`src/rtl/quad_xf_pkg.sv`:
```
package quad_xf_pkg;
  typedef enum logic {SEL_MAX = 1'b0, SEL_MIN = 1'b1} sel_mode_e;
endpackage

```
`src/rtl/xf_node.sv`:
```
module xf_node
  import quad_xf_pkg::*;
#(
  parameter int unsigned DATA_W = 8,
  parameter int unsigned IDX_W  = 2,
  parameter sel_mode_e   MODE   = SEL_MAX
) (
  input  logic [DATA_W-1:0] a_val_i,
  input  logic [IDX_W-1:0]  a_idx_i,
  input  logic [DATA_W-1:0] b_val_i,
  input  logic [IDX_W-1:0]  b_idx_i,
  output logic [DATA_W-1:0] w_val_o,
  output logic [IDX_W-1:0]  w_idx_o
);
  logic take_b;

  // lower-indexed side (a) keeps ties; b needs a strict win
  generate
    if (MODE == SEL_MAX) begin : g_max
      assign take_b = b_val_i > a_val_i;
    end else begin : g_min
      assign take_b = b_val_i < a_val_i;
    end
  endgenerate

  assign w_val_o = take_b ? b_val_i : a_val_i;
  assign w_idx_o = take_b ? b_idx_i : a_idx_i;
endmodule

```
`src/rtl/xf_tree.sv`:
```
module xf_tree
  import quad_xf_pkg::*;
#(
  parameter int unsigned DATA_W = 8,
  parameter int unsigned N_IN   = 4,
  parameter sel_mode_e   MODE   = SEL_MAX,
  localparam int unsigned IDX_W  = $clog2(N_IN),
  localparam int unsigned LEVELS = $clog2(N_IN)
) (
  input  logic [N_IN*DATA_W-1:0] opd_i,
  output logic [DATA_W-1:0]      val_o,
  output logic [IDX_W-1:0]       idx_o
);
  for (genvar l = 0; l <= LEVELS; l++) begin : g_lvl
    localparam int unsigned CNT = N_IN >> l;
    logic [DATA_W-1:0] v [CNT];
    logic [IDX_W-1:0]  x [CNT];
    if (l == 0) begin : g_leaf
      for (genvar j = 0; j < CNT; j++) begin : g_in
        assign v[j] = opd_i[j*DATA_W +: DATA_W];
        assign x[j] = IDX_W'(j);
      end
    end else begin : g_cmp
      for (genvar j = 0; j < CNT; j++) begin : g_node
        xf_node #(
          .DATA_W(DATA_W),
          .IDX_W (IDX_W),
          .MODE  (MODE)
        ) i_node (
          .a_val_i(g_lvl[l-1].v[2*j]),
          .a_idx_i(g_lvl[l-1].x[2*j]),
          .b_val_i(g_lvl[l-1].v[2*j+1]),
          .b_idx_i(g_lvl[l-1].x[2*j+1]),
          .w_val_o(v[j]),
          .w_idx_o(x[j])
        );
      end
    end
  end

  assign val_o = g_lvl[LEVELS].v[0];
  assign idx_o = g_lvl[LEVELS].x[0];
endmodule

```
`src/rtl/xf_out_stage.sv`:
```
module xf_out_stage #(
  parameter int unsigned PAY_W   = 20,
  parameter bit          REG_OUT = 1'b1
) (
  input  logic             clk_i,
  input  logic             rst_ni,
  input  logic             valid_i,
  input  logic [PAY_W-1:0] pay_i,
  output logic             valid_o,
  output logic [PAY_W-1:0] pay_o
);
  generate
    if (REG_OUT) begin : g_reg
      logic             valid_q;
      logic [PAY_W-1:0] pay_q;
      always_ff @(posedge clk_i or negedge rst_ni) begin
        if (!rst_ni) begin
          valid_q <= 1'b0;
          pay_q   <= '0;
        end else begin
          valid_q <= valid_i;
          if (valid_i) pay_q <= pay_i;
        end
      end
      assign valid_o = valid_q;
      assign pay_o   = pay_q;
    end else begin : g_comb
      assign valid_o = valid_i;
      assign pay_o   = pay_i;
    end
  endgenerate
endmodule

```
`src/rtl/quad_extreme_finder.sv`:
```
module quad_extreme_finder
  import quad_xf_pkg::*;
#(
  parameter int unsigned DATA_W  = 8,
  parameter int unsigned N_IN    = 4,
  parameter bit          REG_OUT = 1'b1,
  localparam int unsigned IDX_W  = $clog2(N_IN),
  localparam int unsigned PAY_W  = 2 * (DATA_W + IDX_W)
) (
  input  logic                   clk_i,
  input  logic                   rst_ni,
  input  logic                   valid_i,
  input  logic [N_IN*DATA_W-1:0] opd_i,
  output logic [DATA_W-1:0]      max_val_o,
  output logic [IDX_W-1:0]       max_idx_o,
  output logic [DATA_W-1:0]      min_val_o,
  output logic [IDX_W-1:0]       min_idx_o,
  output logic                   valid_o
);
  logic [DATA_W-1:0] hi_val, lo_val;
  logic [IDX_W-1:0]  hi_idx, lo_idx;
  logic [PAY_W-1:0]  pay_d, pay_q;

  xf_tree #(.DATA_W(DATA_W), .N_IN(N_IN), .MODE(SEL_MAX)) i_hi_tree (
    .opd_i(opd_i),
    .val_o(hi_val),
    .idx_o(hi_idx)
  );

  xf_tree #(.DATA_W(DATA_W), .N_IN(N_IN), .MODE(SEL_MIN)) i_lo_tree (
    .opd_i(opd_i),
    .val_o(lo_val),
    .idx_o(lo_idx)
  );

  assign pay_d = {hi_val, hi_idx, lo_val, lo_idx};

  xf_out_stage #(.PAY_W(PAY_W), .REG_OUT(REG_OUT)) i_out (
    .clk_i  (clk_i),
    .rst_ni (rst_ni),
    .valid_i(valid_i),
    .pay_i  (pay_d),
    .valid_o(valid_o),
    .pay_o  (pay_q)
  );

  assign {max_val_o, max_idx_o, min_val_o, min_idx_o} = pay_q;
endmodule

```
`config.mk`:
```
export PLATFORM = sky130hd
export DESIGN_NAME = quad_extreme_finder
export DESIGN_NICKNAME = d
export VERILOG_FILES = /design/src/rtl/quad_xf_pkg.sv /design/src/rtl/xf_node.sv /design/src/rtl/xf_tree.sv /design/src/rtl/xf_out_stage.sv /design/src/rtl/quad_extreme_finder.sv
export SDC_FILE = /design/constraint.sdc
export NUM_CORES = 1
export LEC_CHECK = 0
export BUFFER_PORTS_ARGS = -buffer_cell sky130_fd_sc_hd__buf_2
export CELL_PAD_IN_SITES_DETAIL_PLACEMENT = 1
export CELL_PAD_IN_SITES_GLOBAL_PLACEMENT = 1
export CORE_MARGIN = 1
export CORE_UTILIZATION = 42
export DETAILED_ROUTE_END_ITERATION = 6
export PLACE_DENSITY_LB_ADDON = 0.05
export REMOVE_ABC_BUFFERS = 1
export SLEW_MARGIN = 10
export SYNTH_ARGS = -nofsm -noshare
export SYNTH_HDL_FRONTEND = slang
export SYNTH_SLANG_ARGS = --single-unit
export TNS_END_PERCENT = 5
```
`constraint.sdc`:
```
create_clock -name clk_i -period 2.1 [get_ports clk_i]
set_input_delay 0.42 -clock clk_i [delete_from_list [all_inputs] [get_ports clk_i]]
set_output_delay 0.42 -clock clk_i [all_outputs]
set_load 0.1 [all_outputs]
```
==> flow_summary.json, run 1 <==
{
  "async_flop_share_pct": 100.0,
  "stop_stage": "clock tree synthesis",
  "synth_cell_types": 35,
  "synth_top_cell_by_area": "dfrtp_1",
  "cts_setup_buffers": 19,
  "die_x_um": 71.41,
  "globalplace.congestion": 0.8354,
  "cts_root_buffer": "clkbuf_8",
  "cts_resized": 128,
  "port-buffer-count": 55,
  "io_pins": 56,
  "cts_hold_buf": 0,
  "fp.dieH_um": 71.41,
  "syn-cell-area_mm2": 0.002023,
  "cts_buffer_depth": 2,
  "synth-edff-count": 0,
  "clock_sinks": 21,
  "dpl_cell_area_mm2": 0.002958,
  "place_hpwl_um": 6796,
  "rows": 24,
  "error": "[ERROR DPL-0033] detailed placement checks failed during check placement.",
  "status": "stopped before the end",
  "synth_seq_cells": 21,
  "synth_area_leaders": "dfrtp_1 26%, ha_1 19%, mux2i_1 15%",
  "dp.cells": 411,
  "synthCells": 226,
  "yosysSeqAreaShare_pct": 25.97,
  "synth.avg_cell_area_um2": 8.952,
  "netlist.area_leader.share_pct": 25.97,
  "yosys_warnings": 0,
  "cts_buffers": 3,
  "initial_core_util_pct": 44.92,
  "synth_ff_type": "dfrtp_1",
  "htreeDepth": 1
}
[synth_stat cells, drive strengths merged, types with 4 or more instances]
library cell,instances
inv,35
ha,31
mux2i,31
dfrtp,21
nand2,21
o221ai,16
a21oi,14
o21ai,7
nand3,5
nand4,5
nor2,5
buf,4
[kinds of logic after synthesis]
family / count (synthesis) / share of synthesized area [%]
adders and majority gates: 31 / 19.17
buffers and inverters: 42 / 8.658
muxes: 31 / 15.34
DFF: 21 / 25.97
and+or+nand+nor: 50 / 12.06
AOI/OAI and AO/OA: 51 / 18.80
[metrics by stage]
step	setup WS [ps]	hold WS [ps]
floorplan	-1330	124.4
global placement	-1323	416.0
detailed placement	-1705	427.4
==> run 2, diff against run 1 <==
CELL_PAD_IN_SITES_DETAIL_PLACEMENT = default   (was 1)
CELL_PAD_IN_SITES_GLOBAL_PLACEMENT = default   (was 1)
CORE_UTILIZATION = 40   (was 42)
PLACE_DENSITY_LB_ADDON = 0.15   (was 0.05)
==> flow_summary.json, run 2 <==
{
  "synth-edff-count": 0,
  "slowest_stage": "or3_1",
  "port-buffer-count": 55,
  "synth_cell_types": 35,
  "p_seq_share_pct": 17.9,
  "cts_buffer_depth": 2,
  "cts_buffers": 3,
  "rsz0062_at_grt": "yes",
  "yosysMostFrequentCell": "inv_1",
  "critical_path_class": "in2reg",
  "cts_root_buffer": "clkbuf_8",
  "fin_ws_ps": -1059,
  "intPower_mw": 1.456,
  "mostFrequentLayoutCells": "93 x buf_4, 44 x buf_2, 21 x dfrtp_1",
  "clock_latency_ps": 270,
  "drcViolationCount": 0,
  "cp-end-kind": "register",
  "hp-class": "in2async",
  "grt_pass1_vias": 2450,
  "hold_slack_ps": 111.5,
  "required_ps": 2280,
  "power_density_mw_per_mm2": 800.3,
  "core_area_mm2": 0.004786,
  "worst_slew_pin_slew_ps": 511.5,
  "path_buf_inv": 4,
  "dp.cells": 420,
  "syn_to_final_growth_pct": 98.52,
  "num_antenna_cells": 0,
  "fin_crit_ps": 3159,
  "fp.dieH_um": 73.12,
  "yosysSeqAreaShare_pct": 25.97,
  "relSlewSlack_pct": 65.90,
  "rows": 25,
  "drt-initial-drc-count": 157,
  "yosys_warnings": 0,
  "overflow": 0,
  "p_sw_mw": 1.759,
  "slew_violations": 0,
  "clock_sinks": 21,
  "synth_ff_type": "dfrtp_1",
  "period_share_pct": 150.4,
  "syn-cell-area_mm2": 0.002023,
  "path_clk_slew_ps": 90,
  "grt_max_degree": 22,
  "cp_cell_sequence": "buf_2, inv_1, ha_4, a21oi_1, a21boi_1, or3_4, buf_8, mux2i_4, ha_4, nand4_1, or3_1, o22a_1, buf_6, o221ai_1",
  "via_count": 2567,
  "max_clock_freq_ghz": 0.3166,
  "die_x_um": 73.12,
  "dieArea_mm2": 0.005347,
  "antenna_found_initial": 0,
  "path_max_fanout": 6,
  "max_stage_delay_ps": 400,
  "cp_common_cell": "ha_4",
  "final_antenna_net_count": 0,
  "synth_seq_cells": 21,
  "fin_area_mm2": 0.004016,
  "io_pins": 56,
  "dr.pass1.iters": 6,
  "final_nets": 446,
  "grt_usage_pct": 29.82,
  "layout.cells.most_common": "buf_4",
  "viasPerCell": 5.756,
  "synth.avg_cell_area_um2": 8.952,
  "largest_register_ffs": 20,
  "critPathTopFamily": "simple AND/OR/NAND/NOR gates",
  "async_flop_share_pct": 100.0,
  "ir_drop_mv": 0.7038,
  "synth_area_leaders": "dfrtp_1 26%, ha_1 19%, mux2i_1 15%",
  "tritoncts": "yes",
  "preCtsSetupSlack_ps": -1559,
  "globalplace.congestion": 0.8488,
  "dpl_cell_area_mm2": 0.002969,
  "drv_cap": 0,
  "fin_cells": 446,
  "switching_share_pct": 54.71,
  "yosys-top-cells-count": "35 x inv_1, 31 x ha_1, 31 x mux2i_1",
  "place_hpwl_um": 4623,
  "final_layout_size_suffix_gt1_share_pct": 68.87,
  "startpoint_type": "input pin",
  "clkPwrFrac_pct": 8.9,
  "synthCells": 226,
  "synth_top_cell_by_area": "dfrtp_1",
  "initial_core_util_pct": 42.27,
  "setup_viol": 20,
  "grt_pass1_wl_um": 11990,
  "hold_viol_final": 0,
  "p_comb_share_pct": 73.2,
  "violations": "setup timing",
  "status": "finished, violations left",
  "leakage_nw": 1.839,
  "finClkSkew_ps": 0,
  "drt_wl_total_um": 8961,
  "netlist.area_leader.share_pct": 25.97,
  "htreeDepth": 1,
  "wl_per_cell_um": 20.09,
  "cp_data_arrival_time_ps": 3340
}
==> run 2: cell counts after synthesis <==
Identical to the previous run, type by type.
==> run 2: path summary, 6_finish.rpt <==
check                               start              end  slack, ps  depth (start not counted)
setup / recovery                 opd_i[6]   i_out.pay_o[4]      -1060                         14
hold / removal                     rst_ni   i_out.pay_o[2]        110                          1
setup reg to reg           i_out.pay_o[2]   i_out.pay_o[2]       1230                          3
hold reg to reg            i_out.pay_o[8]   i_out.pay_o[8]        500                          2
max in group asynchronous          rst_ni  i_out.pay_o[15]       1650                          1
min in group clk_i         i_out.pay_o[8]   i_out.pay_o[8]        500                          2
==> run 2: cell families (layout without fill, tap and decap cells) <==
kind of cell / count (synthesis) / in the layout / synth area share (%)
AO/OA/AOI/OAI: 51 / 52 / 18.80
AND/OR/NAND/NOR: 50 / 51 / 12.06
buffers and inverters: 42 / 193 / 8.658
adder cells (fa/ha/maj): 31 / 31 / 19.17
multiplexers: 31 / 31 / 15.34
flip-flops: 21 / 21 / 25.97
==> run 2: area by class of cell <==
class / instances / area (um2)
Multi-Input combinational cell: 165 / 2078
Timing Repair Buffer: 154 / 1147
Fill cell: 255 / 769.5
Sequential cell: 21 / 525.5
Inverter: 35 / 136.4
Tap cell: 67 / 83.83
Clock buffer: 4 / 45.04
==> run 2: power by group through the flow <==
stage / combinational [mW] / clock (mW) / sequential, mW
final: 2.35 / 0.286 / 0.575
after global routing: 2.44 / 0.300 / 0.583
after CTS: 2.10 / 0.286 / 0.571
after detailed placement: 1.75 / 0 / 0.576
after global placement: 1.74 / 0 / 0.574
after floorplan: 0.443 / 0 / 1.37
==> run 2: layer usage <==
| layer | wire [um] | part of all wire [%] | global-route usage [%] |
|---|---|---|---|
| met1 | 3536 | 39 | 36.25 |
| met2 | 4407 | 49 | 52.98 |
| met3 | 506 | 5.6 | 4.972 |
| met4 | 511 | 5.7 | 10.02 |
| met5 | 0 | 0 | 0 |
==> run 2: what timing repair did <==
item | in CTS | in global routing
gates resized for setup | 117 | 38
pin swaps | 38 | 29
hold buffers | 0 | 0
setup buffers | 14 | 7
cloned | 2 | 0
endpoints found under the setup margin | 20 | 20
==> run 2: metrics by stage <==
stage	power, mW	setup TNS, ps	util (%)
global placement	2.314	-27400	62.04
CTS	2.957	-17960	78.12
detailed placement	2.326	-29030	62.04
global route	3.321	-21650	83.92
floorplan	1.816	-24580	-
finish	3.214	-20130	83.92
Note: power is estimated with default switching activity, not from simulation.
==> run 3, diff against run 2 <==
CORE_UTILIZATION = 56   (was 40)
==> flow_summary.json, run 3 <==
{
  "status": "stopped before the end",
  "stop_stage": "clock tree synthesis",
  "error": "[ERROR DPL-0038] Utilization greater than 100%, impossible to legalize",
  "cts_buffer_depth": 2,
  "synth_cell_types": 35,
  "synth-edff-count": 0,
  "cts_buffers": 3,
  "synth_top_cell_by_area": "dfrtp_1",
  "port-buffer-count": 55,
  "yosys-top-cells-count": "35 x inv_1, 31 x ha_1, 31 x mux2i_1",
  "cts_setup_buffers": 19,
  "io_pins": 56,
  "synth_seq_cells": 21,
  "rows": 21,
  "synth_area_leaders": "dfrtp_1 26%, ha_1 19%, mux2i_1 15%",
  "yosysSeqAreaShare_pct": 25.97,
  "cts_hold_buf": 0,
  "yosysMostFrequentCell": "inv_1",
  "cts_resized": 95,
  "clock_sinks": 21,
  "die_x_um": 62.11,
  "synth.avg_cell_area_um2": 8.952,
  "htreeDepth": 1,
  "initial_core_util_pct": 59.69,
  "netlist.area_leader.share_pct": 25.97,
  "globalplace.congestion": 0.9110,
  "async_flop_share_pct": 100.0,
  "syn-cell-area_mm2": 0.002023,
  "cts_root_buffer": "clkbuf_4",
  "synth_ff_type": "dfrtp_1",
  "place_hpwl_um": 4826,
  "synthCells": 226,
  "yosys_warnings": 0,
  "fp.dieH_um": 62.11
}
## run 3: cell counts after synthesis
No cell type changed its count.
## run 3: kinds of logic after synthesis
logic type | Yosys count | synth area share [%]
AO/OA/AOI/OAI | 51 | 18.80
AND/OR/NAND/NOR | 50 | 12.06
buffers and inverters | 42 | 8.658
multiplexers | 31 | 15.34
adder cells (fa/ha/maj) | 31 | 19.17
flip-flops | 21 | 25.97
## run 3: through the flow
| step | setup WS, ps | cells | utilization (%) | area [um2] | hold WS, ps |
|---|---|---|---|---|---|
| after detailed placement | -1560 | 393 | 84.39 | 2860 | 410.3 |
| after global placement | -1336 | 393 | 84.39 | 2860 | 399.4 |
| after floorplan | -1330 | 219 | - | 1979 | 124.4 |
